==> config.mk <==
export PLATFORM = sky130hd
export DESIGN_NAME = mcycle_tick_gen
export DESIGN_NICKNAME = d
export VERILOG_FILES = /design/src/rtl/mcycle_tick_gen.sv
export SDC_FILE = /design/constraint.sdc
export NUM_CORES = 1
export LEC_CHECK = 0
export ABC_AREA = 1
export BUFFER_PORTS_ARGS = -buffer_cell sky130_fd_sc_hd__buf_2
export CAP_MARGIN = 20
export CORE_ASPECT_RATIO = 1.5
export CORE_MARGIN = 5
export CORE_UTILIZATION = 30
export DETAILED_ROUTE_END_ITERATION = 12
export PLACE_DENSITY = 0.53
export SLEW_MARGIN = 20
export SYNTH_ARGS = -nofsm -noshare
export SYNTH_HDL_FRONTEND = slang
export SYNTH_SLANG_ARGS = --single-unit
==> constraint.sdc <==
create_clock -name clk -period 1.4 [get_ports clk]
set_input_delay 0.14 -clock clk [delete_from_list [all_inputs] [get_ports clk]]
set_output_delay 0.14 -clock clk [all_outputs]
set_load 0.01 [all_outputs]
==> src/rtl/mcycle_tick_gen.sv <==
module mcycle_tick_gen #(
  parameter int BASE_DIV = 4,
  parameter int MID_DIV  = 64,
  parameter int SLOW_DIV = 1024
) (
  input  logic       clk,
  input  logic       rst_n,
  input  logic       pm_wr,
  input  logic [7:0] pm_wdata,
  input  logic       idle,
  output logic       core_tick,
  output logic       periph_tick
);
  localparam int CW = $clog2(SLOW_DIV);
  localparam int BW = $clog2(BASE_DIV);
  localparam logic [CW-1:0] LAST_BASE = CW'(BASE_DIV - 1);
  localparam logic [CW-1:0] LAST_MID  = CW'(MID_DIV - 1);
  localparam logic [CW-1:0] LAST_SLOW = CW'(SLOW_DIV - 1);
  localparam logic [BW-1:0] LAST_IDLE = BW'(BASE_DIV - 1);

  logic [1:0]    cur_code, pend_code, next_pend;
  logic [CW-1:0] cnt, last;
  logic [BW-1:0] base_cnt;
  logic          wrap;

  assign next_pend = (pm_wr && pm_wdata[7:6] != 2'b00) ? pm_wdata[7:6] : pend_code;

  always_comb begin
    case (cur_code)
      2'b10:   last = LAST_MID;
      2'b11:   last = LAST_SLOW;
      default: last = LAST_BASE;
    endcase
  end

  assign wrap = (cnt == last);

  always_ff @(posedge clk) begin
    if (!rst_n) begin
      cnt       <= '0;
      base_cnt  <= '0;
      cur_code  <= 2'b01;
      pend_code <= 2'b01;
    end else begin
      base_cnt  <= base_cnt + 1'b1;
      pend_code <= next_pend;
      if (wrap) begin
        cnt      <= '0;
        cur_code <= next_pend;
      end else begin
        cnt <= cnt + 1'b1;
      end
    end
  end

  assign core_tick   = rst_n && wrap && !idle;
  assign periph_tick = rst_n && (idle ? (base_cnt == LAST_IDLE) : wrap);
endmodule

==> impl_results.md, run 1 <==
* Status: finished with violations
* Failing checks: setup timing
* Worst Skew at between 0.003 and 0.004 ns
* Drt pass-1 iters at 3
* Slew @ Worst Pin at 0.238 ns
* DIE WIDTH at 51.8 µm
* FMAX at 0.689 GHz
* Final setup vio count at 2
* Area growth syn-to-layout at 31.2%
* H-tree Lvls at 1
* CP Launch Type: flip-flop
* Mapped Area at roughly 800 µm²
* Die area at ~3800 µm²
* Seq/Total Area, Yosys at 40.8%
* Initial Util at a little under a third
* Cells on worst reg2reg path at 9
* Wire per inst at 10.4 µm
* Std-Cell Rows at 22
* Syn Inst Count at 105
* Number of placed cells counting well taps at 135
* Synth cell types at 22
* Port bufs at 7
* Filler cells at 263
* RSZ-0062 raised after global routing: yes
* Largest net degree at the start of global routing at 11
* WHS at 0.144 ns
* Worst vdd rail ir drop at 0.446 mV
* Syn Nets at 119
* CTS max path bufs at 2
* 1st-iter DRT viols at 5
* Via count at 693
* Final Max Tran Viols at 0
* CP Class: reg -> out
* Gpl congestion at 0.730
* Post-Route WL at 1550 µm
* Fin Setup TNS at -0.0934 ns
* Area of the core at 2480 µm²
* First-pass GRT wire length at approximately 2700 µm
* CTS Buf Count at 3
* Slew HR at 84.0%
* Via-to-Cell Ratio at 4.65
* Worst Path Arrival at 1.31 ns
* Antenna cells at 0
* DP Worst Slack at 0.0957 ns
* Mapped Avg Cell Area at roughly 7.5 µm²
* Flops & latches, synth at 16
* Nets at 140
* Hold Crit Depth at 2
* Vias in the first global route at 694
* HPWL Detailed at 1090 µm
* Cell Count, Final, Fillers Out at ~150
* Yosys warnings at 0
* Cell leakage power at 0.481 nW
* Final antenna-violating net count at 0
* Required @ worst endpoint at 1.26 ns
* Critical Path Fanout Max at 5
* Initial antenna violation count at 0
* Insertion delay to the later sink of the worst-skew pair at 0.29 ns
* Worst min path class: in -> reg
* Share of layout cells above drive strength 1 at 44.0%
* CTS tree: done
* Pwr Density at 884 nW/µm²
* Gr usage total at 9.86%
* I/O pins at 14
* Hold Violations, Final at 0
* Clock period minus worst slack at 1.45 ns
* Grt total ovfl at 0
* CP endpoint kind: output port
* Detailed-route DRC error count at 0
* Post-route worst setup slack at -0.0523 ns
* TritonCTS Sinks at 16
* Max_cap viols at 0
* Buffer type at the clock tree root: clkbuf_4
* Die height at 72.7 µm
* Fin crit share at 104%
* Clock transition at path regs at 0.09 ns
-- cell usage after synthesis --
cell / number / area, µm²
nor2_2: 3 / 18.8
o21ai_0: 4 / 20.0
nand2_1: 19 / 71.3
nand3_2: 2 / 20.0
ha_1: 2 / 25.0
nand3_1: 6 / 30.0
nand3b_4: 1 / 20.0
nand3b_1: 1 / 7.51
or2_2: 1 / 6.26
a21oi_1: 3 / 15.0
nor3_2: 2 / 20.0
nand2_4: 1 / 11.3
dfxtp_1: 16 / 320
inv_1: 17 / 63.8
a31o_2: 1 / 8.76
buf_2: 1 / 5.00
o21ai_1: 1 / 5.00
nand2_2: 2 / 12.5
xnor2_1: 1 / 8.76
xor2_1: 2 / 17.5
nand4_1: 3 / 18.8
nor2_1: 16 / 60.1
-- cells by family after synthesis --
group	Yosys count	synth area share (%)
buf+inv	18	8.76
flops	16	40.8
fa+ha+maj	2	3.18
xor+xnor	3	3.34
compound gates	9	6.21
simple gates	57	37.7
-- sequential cells by signal, indices dropped and copies added (netlist names) --
register and cells:
cur_code 2, pend_code 2, cnt 10, base_cnt 2
-- metal layers --
| layer | global-route usage, % | share of wire (%) | vias up |
|---|---|---|---|
| met5 | 0 | 0 | - |
| met4 | 7.87 | 3.6 | 0 |
| met3 | 1.84 | 2.7 | 4 |
| met2 | 17.1 | 54 | 8 |
| met1 | 10.0 | 40 | 312 |
| li1 | - | - | 369 |
-- cells in the final DEF (no fill, tap or decap), drive strengths merged, types with 3 or more instances in the layout --
| cell type | count |
|---|---|
| nor2 | 19 |
| inv | 17 |
| clkbuf | 4 |
| dfxtp | 16 |
| nand4 | 3 |
| buf | 17 |
| nand3 | 8 |
| a21oi | 3 |
| nand2 | 22 |
| o21ai | 5 |
-- critical path, cell delays in order, from the launching register on --
cell and delay (ns):
dfxtp_4 0.39, nand2_2 0.05, nor2_2 0.09, nand2_1 0.06
nand2_2 0.09, nand3b_4 0.10, o21ai_2 0.11, buf_2 0.13
-- where the power goes --
| part | internal, mW | total (mW) | switching, mW |
|---|---|---|---|
| Combinational | 0.0544 | 0.117 | 0.0630 |
| Clock | 0.159 | 0.309 | 0.150 |
| Sequential | 0.470 | 0.485 | 0.0155 |
-- path summary, 6_finish.rpt --
kind	startpoint	end	slack (ns)
worst min register to register	base_cnt[0]	base_cnt[0]	0.44
worst min-delay path	rst_n	pend_code[0]	0.14
worst max-delay path	cur_code[1]	periph_tick	-0.05
worst max register to register	cur_code[1]	cnt[9]	0.11
-- area by class of cell --
type	count	area, µm²	area share (%)
flip-flops and latches	16	345	33.5
well taps	24	30.0	2.91
repair buffers	17	114	11.0
clock buffers	4	36.3	3.52
multi-input cells	71	442	42.8
inverters	17	63.8	6.19
-- what timing repair did --
item,in CTS,in global routing
resized for setup,19,10
pin swaps,5,5
endpoints found under the hold margin,0,0
endpoints found under the setup margin,2,2
setup buffers,8,2
hold buffers,0,0
-- through the flow --
step                cell area [µm²]  power (mW)  util [%]
detailed placement              846       0.589      34.1
global route                   1030       0.959      41.6
floorplan                       786       0.565         -
CTS                             982       0.916      39.6
finish                         1030       0.911      41.6
global placement                846       0.585      34.1
Power figures use the tool's default switching activity.
==> inputs of run 2 (changes only) <==
--- a/config.mk
+++ b/config.mk
@@ -5,13 +5,13 @@
 export SDC_FILE = /design/constraint.sdc
 export NUM_CORES = 1
 export LEC_CHECK = 0
-export ABC_AREA = 1
 export BUFFER_PORTS_ARGS = -buffer_cell sky130_fd_sc_hd__buf_2
 export CAP_MARGIN = 20
 export CORE_ASPECT_RATIO = 1.5
 export CORE_MARGIN = 5
 export CORE_UTILIZATION = 30
 export DETAILED_ROUTE_END_ITERATION = 12
+export GPL_TIMING_DRIVEN = 0
 export PLACE_DENSITY = 0.53
 export SLEW_MARGIN = 20
 export SYNTH_ARGS = -nofsm -noshare
==> run 2 against run 1 <==
The flow still finishes with violations (setup timing). Critical path depth fell by 1. Maximum frequency fell by 15%. Largest cell class unchanged. Critical endpoint is now core_tick. Setup slack lost 0.26 ns. Sequential power hardly changed. Count of clock-buffer cells in the layout did not move. Highest routed layer unchanged. Final cell count decreased by 19%.
==> impl_results.md, run 2 <==
* Initial antenna violation count at 0 (unchanged)
* Antenna cells at 0 (unchanged)
* Required @ worst endpoint at 1.26 ns (about the same)
* Top-count cell post-synth: dfxtp_1 (was nand2_1)
* HPWL Detailed at 1010 µm (was 1090 µm)
* Buffer type at the clock tree root: clkbuf_4 (unchanged)
* Post-Route WL at 1540 µm (was 1550 µm)
* H-tree Lvls at 1 (unchanged)
* Post-route worst setup slack at -0.313 ns (was -0.0523 ns)
* Nets at 111 (was 140)
* Combinational share of power at 15.1% (was 12.9%)
* Slew HR at 76.4% (was 84.0%)
* Share of layout cells above drive strength 1 at 46.9% (was 44.0%)
* Clock share of power at 32.6% (was 33.9%)
* Vias in the first global route at 597 (was 694)
* Simple-gate area share of the yosys netlist at 32.5% (was 37.7%)
* Fin util at 42.4% (was 41.6%)
* Worst Skew at 0.000957 ns (was 0.00324 ns)
* Net Sw Frac at 23.6% (was 25.1%)
* Fin crit share at 122% (was 104%)
* CP endpoint kind: output port (unchanged)
* Post-synth EDFFs at 0 (unchanged)
* Main combinational cell family by area after synthesis: simple AND/OR/NAND/NOR gates (unchanged)
* Die height at 71.0 µm (was 72.7 µm)
* Yosys top cell area share at 43.1% (was 40.8%)
* Commonest register cell after synthesis: dfxtp_1 (unchanged)
* Final antenna-violating net count at 0 (unchanged)
* Final setup vio count at 5 (was 2)
* First-pass GRT wire length at 2550 µm (was 2750 µm)
* Hold Violations, Final at 0 (unchanged)
* Cell leakage power at 0.420 nW (was 0.481 nW)
* Pwr Density at 908 nW/µm² (was 884 nW/µm²)
* Die area at 3590 µm² (was 3760 µm²)
* Synth cell types at 27 (was 22)
* RSZ-0062 raised after global routing: yes (unchanged)
* Worst min path class: in -> reg (unchanged)
* CTS Buf Count at 3 (unchanged)
* Top post-synthesis cells by count: dfxtp_1 (16), nor3b_1 (9), nand2_1 (7), xor2_1 (7), nand3_1 (6) (was nand2_1 (19), inv_1 (17), dfxtp_1 (16), nor2_1 (16), nand3_1 (6))
* Area growth syn-to-layout at 38.0% (was 31.2%)
* Via count at 593 (was 693)
* Drt pass-1 iters at 4 (was 3)
* Wire per inst at 12.8 µm (was 10.4 µm)
* Cts hold-fix bufs at 0 (unchanged)
* Number of flip-flops in the largest register at 10 (unchanged)
* Grt total ovfl at 0 (unchanged)
* Internal power at 711 µW (was 683 µW)
* CP Class: reg -> out (unchanged)
* Leading cell types in the layout, fill and taps excluded: nor3b_1 (8), dfxtp_1 (8), buf_4 (8) (was inv_1 (16), nand2_1 (15), nor2_1 (12))
* Failing checks: setup timing (unchanged)
* Gr usage total at 8.76% (was 9.86%)
* Insertion delay to the later sink of the worst-skew pair at 0.28 ns (was 0.29 ns)
* Reg with most FFs: cnt (unchanged)
* Mapped Avg Cell Area at 10.0 µm² (was 7.48 µm²)
* Slew @ Worst Pin at 0.354 ns (was 0.238 ns)
* Max_cap viols at 0 (unchanged)
* Largest net degree at the start of global routing at 11 (unchanged)
* Final Max Tran Viols at 0 (unchanged)
* CP Launch Type: flip-flop (unchanged)
* Flop pwr share at 52.3% (was 53.3%)
* Critical Path Fanout Max at 4 (was 5)
* Mapped Area at 743 µm² (was 786 µm²)
* CTS max path bufs at 2 (unchanged)
* FMAX at 0.584 GHz (was 0.689 GHz)
* DIE WIDTH at 50.6 µm (was 51.8 µm)
* Worst Path Arrival at 1.57 ns (was 1.31 ns)
* Clock period minus worst slack at 1.71 ns (was 1.45 ns)
* CTS tree: done (unchanged)
* Worst vdd rail ir drop at 0.597 mV (was 0.446 mV)
* Synth Area in XOR/XNOR at 9.43% (was 3.34%)
* Synth Area in Adders at 3.37% (was 3.18%)
* 1st-iter DRT viols at 10 (was 5)
* Seq/Total Area, Yosys at 43.1% (was 40.8%)
* Std-Cell Rows at 22 (unchanged)
* Fin Setup TNS at -1.00 ns (was -0.0934 ns)
* Area of the core at 2420 µm² (was 2480 µm²)
* Clock transition at path regs at 0.09 ns (about the same)
* Port bufs at 7 (unchanged)
* TritonCTS Sinks at 16 (unchanged)
* Yosys warnings at 0 (unchanged)
* Multiplexer share of the synthesized area at 3.03% (was 0%)
* NetSw at 220 µW (was 228 µW)
* Asr flop ratio synth at 0% (unchanged)
* Cell accounting for the most synthesized area: dfxtp_1 (unchanged)
* Power, Total at 931 µW (was 911 µW)
* Syn Inst Count at 74 (was 105)
* Gpl congestion at 0.716 (was 0.730)
* Top cells by area, synth: dfxtp_1 (43%), nor3b_1 (9.1%), xor2_1 (8.2%) (was dfxtp_1 (41%), nand2_1 (9.1%), inv_1 (8.1%))
* Status: finished with violations (unchanged)
* Initial Util at 30.7% (was 31.7%)
* I/O pins at 14 (unchanged)
* Post-synthesis compound-gate area fraction at 6.06% (was 6.21%)
* Via-to-Cell Ratio at 4.94 (was 4.65)
* Flops & latches, synth at 16 (unchanged)
* Detailed-route DRC error count at 0 (unchanged)
* Syn Nets at 88 (was 119)
==> run 2: power by group through the flow <==
stage	Combinational [mW]	Sequential, mW	Clock (mW)
after floorplan	0.0650	0.505	0
after global placement	0.0877	0.508	0
after detailed placement	0.0905	0.509	0
after CTS	0.138	0.491	0.315
after global routing	0.157	0.490	0.345
final	0.140	0.487	0.304
==> run 2: layout make-up <==
class / count / area, µm²
inverters: 1 / 3.75
well taps: 24 / 30.0
flip-flops and latches: 16 / 343
clock buffers: 4 / 36.3
fillers: 253 / 1400
plain buffers: 2 / 15.0
repair buffers: 18 / 141
multi-input cells: 55 / 457
==> run 2: cell families after synthesis <==
kind of cell             Yosys count
adder cells (fa/ha/maj)            2
flip-flops                        16
AO/OA/AOI/OAI                      4
XOR/XNOR                           8
multiplexers                       2
AND/OR/NAND/NOR                   39
buffers and inverters              3
==> run 2: metal layers <==
metal / wire length (µm) / vias to the layer above / global-route usage [%]
met5: 0 / - / 0
met4: 9 / 0 / 4.26
met3: 18 / 2 / 1.26
met2: 850 / 1 / 15.2
met1: 659 / 287 / 10.1
li1: - / 303 / -
==> run 2: worst max-delay path: stages, from the launching register on <==
cell	delay, ns
dfxtp_4	0.37
nor3_4	0.17
nand4b_1	0.16
a21oi_4	0.21
buf_6	0.12
and3_4	0.16
buf_6	0.09
==> run 2: worst paths after layout <==
kind / cells past startpoint / to / from / slack [ns]
max: 6 / core_tick / cnt[6] / -0.31
min: 3 / pend_code[0] / pm_wdata[6] / 0.13
max reg2reg: 6 / cur_code[1] / cnt[6] / -0.14
min reg2reg: 1 / base_cnt[0] / base_cnt[0] / 0.43
==> run 2: metrics by stage <==
step           setup WS (ns)  cells  cell area, µm²  hold slack (ns)
2_1_floorplan         0.0115     74             766            0.228
3_3_place_gp          -0.216    105             831            0.402
3_5_place_dp          -0.227    105             831            0.410
4_1_cts               -0.328    118             981            0.114
5_1_grt               -0.399    120            1030            0.119
6_report              -0.313    120            1030            0.127
==> run 2: what timing repair did <==
| action | 4_1_cts | 5_1_grt |
|---|---|---|
| setup buffers | 9 | 3 |
| gates resized for setup | 13 | 10 |
| setup endpoints to repair | 4 | 14 |
| pin swaps | 6 | 4 |
==> inputs of run 3 (changes only) <==
--- a/config.mk
+++ b/config.mk
@@ -7,12 +7,11 @@
 export LEC_CHECK = 0
 export BUFFER_PORTS_ARGS = -buffer_cell sky130_fd_sc_hd__buf_2
 export CAP_MARGIN = 20
-export CORE_ASPECT_RATIO = 1.5
 export CORE_MARGIN = 5
-export CORE_UTILIZATION = 30
+export CORE_UTILIZATION = 50
 export DETAILED_ROUTE_END_ITERATION = 12
 export GPL_TIMING_DRIVEN = 0
-export PLACE_DENSITY = 0.53
+export PLACE_DENSITY = 0.78
 export SLEW_MARGIN = 20
 export SYNTH_ARGS = -nofsm -noshare
 export SYNTH_HDL_FRONTEND = slang
==> run 3 against run 2 <==
The run still ends with setup timing left. Register-to-register slack got worse by 0.02 ns. Hold slack got worse by 0.028 ns. Via count increased by 4.6%. Core utilization is 30 points higher. Sequential cell count unchanged. Global-route usage up 5.7 points. Non-clock buffer count grew 1. Final area grew 2.7%. Critical endpoint unchanged. Largest cell class unchanged. Highest routed layer unchanged.
==> impl_results.md, run 3 (same netlist as run 2, synthesis figures left out) <==
* 1st-iter DRT viols at 12 (was 10)
* Nets at 112 (was 111)
* Worst min path class: in -> reg (unchanged)
* Clock period minus worst slack at 1.75 ns (was 1.71 ns)
* H-tree Lvls at 1 (unchanged)
* Worst path cell trace: ha_4, and4_1, nand2_2, a21oi_4, buf_6, and3_4, buf_6 (was nor3_4, nand4b_1, a21oi_4, buf_6, and3_4, buf_6)
* Wire per inst at 15.7 µm (was 12.8 µm)
* Worst Path Arrival at 1.61 ns (was 1.57 ns)
* Largest net degree at the start of global routing at 11 (unchanged)
* Required @ worst endpoint at 1.26 ns (about the same)
* Fin area at 1050 µm² (was 1030 µm²)
* DIE WIDTH at 48.6 µm (was 50.6 µm)
* Slew HR at 77.3% (was 76.4%)
* Max_cap viols at 0 (unchanged)
* Worst Hold Launch: pm_wdata[6] (unchanged)
* Slowest stage cell, crit path: dfxtp_4 (unchanged)
* RSZ-0062 raised after global routing: yes (unchanged)
* Worst stage delay on the critical path at 0.37 ns (about the same)
* Commonest non-fill, non-tap cell in the layout: buf_4
* Gr usage total at 14.4% (was 8.76%)
* Die height at 48.6 µm (was 71.0 µm)
* Initial Util at 51.1% (was 30.7%)
* Filler cells at 91 (was 253)
* DP Worst Slack at -0.197 ns (was -0.227 ns)
* First-pass GRT wire length at 2690 µm (was 2550 µm)
* Antenna cells at 0 (unchanged)
* Worst r2r src: cnt[1] (was cnt[6])
* Reg with most FFs: cnt (unchanged)
* Critical Path Fanout Max at 3 (was 4)
* Area growth syn-to-layout at 41.8% (was 38.0%)
* Hold Violations, Final at 0 (unchanged)
* Number of flip-flops in the largest register at 10 (unchanged)
* Failing checks: setup timing (unchanged)
* Post-Route WL at 1780 µm (was 1540 µm)
* Pwr Density at 910 nW/µm² (was 908 nW/µm²)
* Buffer type at the clock tree root: clkbuf_4 (unchanged)
* Post-route worst setup slack at -0.345 ns (was -0.313 ns)
* CTS max path bufs at 2 (unchanged)
* CTS Buf Count at 3 (unchanged)
* Area of the core at 1450 µm² (was 2420 µm²)
* Placement Cell Area at 821 µm² (was 831 µm²)
* Std-Cell Rows at 14 (was 22)
* Port bufs at 7 (unchanged)
* Die area at 2360 µm² (was 3590 µm²)
* HPWL Detailed at 888 µm (was 1010 µm)
* Slew @ Worst Pin at 0.340 ns (was 0.354 ns)
* CP Launch Type: flip-flop (unchanged)
* Clock transition at path regs at 0.09 ns (about the same)
* Final antenna-violating net count at 0 (unchanged)
* Share of layout cells above drive strength 1 at 55.7% (was 46.9%)
* CP Class: reg -> out (unchanged)
* FMAX at 0.573 GHz (was 0.584 GHz)
* Insertion delay to the later sink of the worst-skew pair at 0.30 ns (was 0.28 ns)
* Fin crit share at 125% (was 122%)
* Final setup vio count at 13 (was 5)
* Cts hold-fix bufs at 0 (unchanged)
* Drt pass-1 iters at 4 (unchanged)
* I/O pins at 14 (unchanged)
* Final Max Tran Viols at 0 (unchanged)
* CTS tree: done (unchanged)
* TritonCTS Sinks at 16 (unchanged)
* Via count at 620 (was 593)
* Leading cell types in the layout, fill and taps excluded: buf_4 (11), nor3b_2 (8), dfxtp_1 (8) (was nor3b_1 (8), dfxtp_1 (8), buf_4 (8))
* Worst vdd rail ir drop at 0.805 mV (was 0.597 mV)
* Most frequent cell on the critical path: buf_6 (unchanged)
* Cell leakage power at 0.436 nW (was 0.420 nW)
* Via-to-Cell Ratio at 5.49 (was 4.94)
* Worst setup path startpoint: cnt[1] (was cnt[6])
* Detailed-route DRC error count at 0 (unchanged)
* Worst Skew at 0.00388 ns (was 0.000957 ns)
* WHS at 0.0989 ns (was 0.127 ns)
* Status: finished with violations (unchanged)
* Gpl congestion at 0.785 (was 0.716)
* Initial antenna violation count at 0 (unchanged)
* Vias in the first global route at 609 (was 597)
* Fin Setup TNS at -0.959 ns (was -1.00 ns)
* Grt total ovfl at 0 (unchanged)
* Power, Total at 958 µW (was 931 µW)
* CP endpoint kind: output port (unchanged)
run 3: where the power goes:
group | total [mW] | switching [mW] | internal, mW
Sequential | 0.491 | 0.0152 | 0.476
Combinational | 0.151 | 0.0676 | 0.0832
Clock | 0.316 | 0.158 | 0.159
run 3: layer usage:
metal  part of all wire, %  up-vias  routed length, µm  global-route usage (%)
met3                   3.0        4                 54                    3.37
met1                    44      298                773                    15.8
met2                    51       10                905                    25.0
met5                     0        -                  0                       0
li1                      -      308                  -                       -
met4                   2.4        0                 42                    8.07
run 3: worst paths after layout:
check / endpoint / slack [ns] / depth (start not counted)
max: core_tick / -0.35 / 7
min: pend_code[0] / 0.1 / 3
max reg2reg: cur_code[1] / -0.16 / 7
min reg2reg: base_cnt[0] / 0.44 / 1
run 3: critical path, delay by kind of cell, from the launching register on:
family / cells / cell delay, ns
fa+ha+maj: 1 / 0.14
buf+inv: 2 / 0.21
simple gates: 3 / 0.40
compound gates: 1 / 0.18
flops: 1 / 0.37
run 3: timing repair:
item / 4_1_cts / 5_1_grt
resized for setup: 11 / 16
pin swaps: 7 / 4
setup endpoints to repair: 4 / 14
setup buffers: 8 / 5
run 3: cell type report:
type	instances	area [µm²]	share of cell area [%]
flip-flops and latches	16	340	32.3
plain buffers	2	15.0	1.43
clock buffers	4	36.3	3.44
inverters	1	3.75	0.356
well taps	16	20.0	1.90
multi-input cells	55	497	47.1
repair buffers	19	141	13.4
run 3: through the flow:
stage / std cells / util, %
detailed placement: 97 / 56.5
finish: 113 / 72.5
global route: 113 / 72.5
floorplan: 74 / -
CTS: 109 / 66.0
global placement: 97 / 56.5
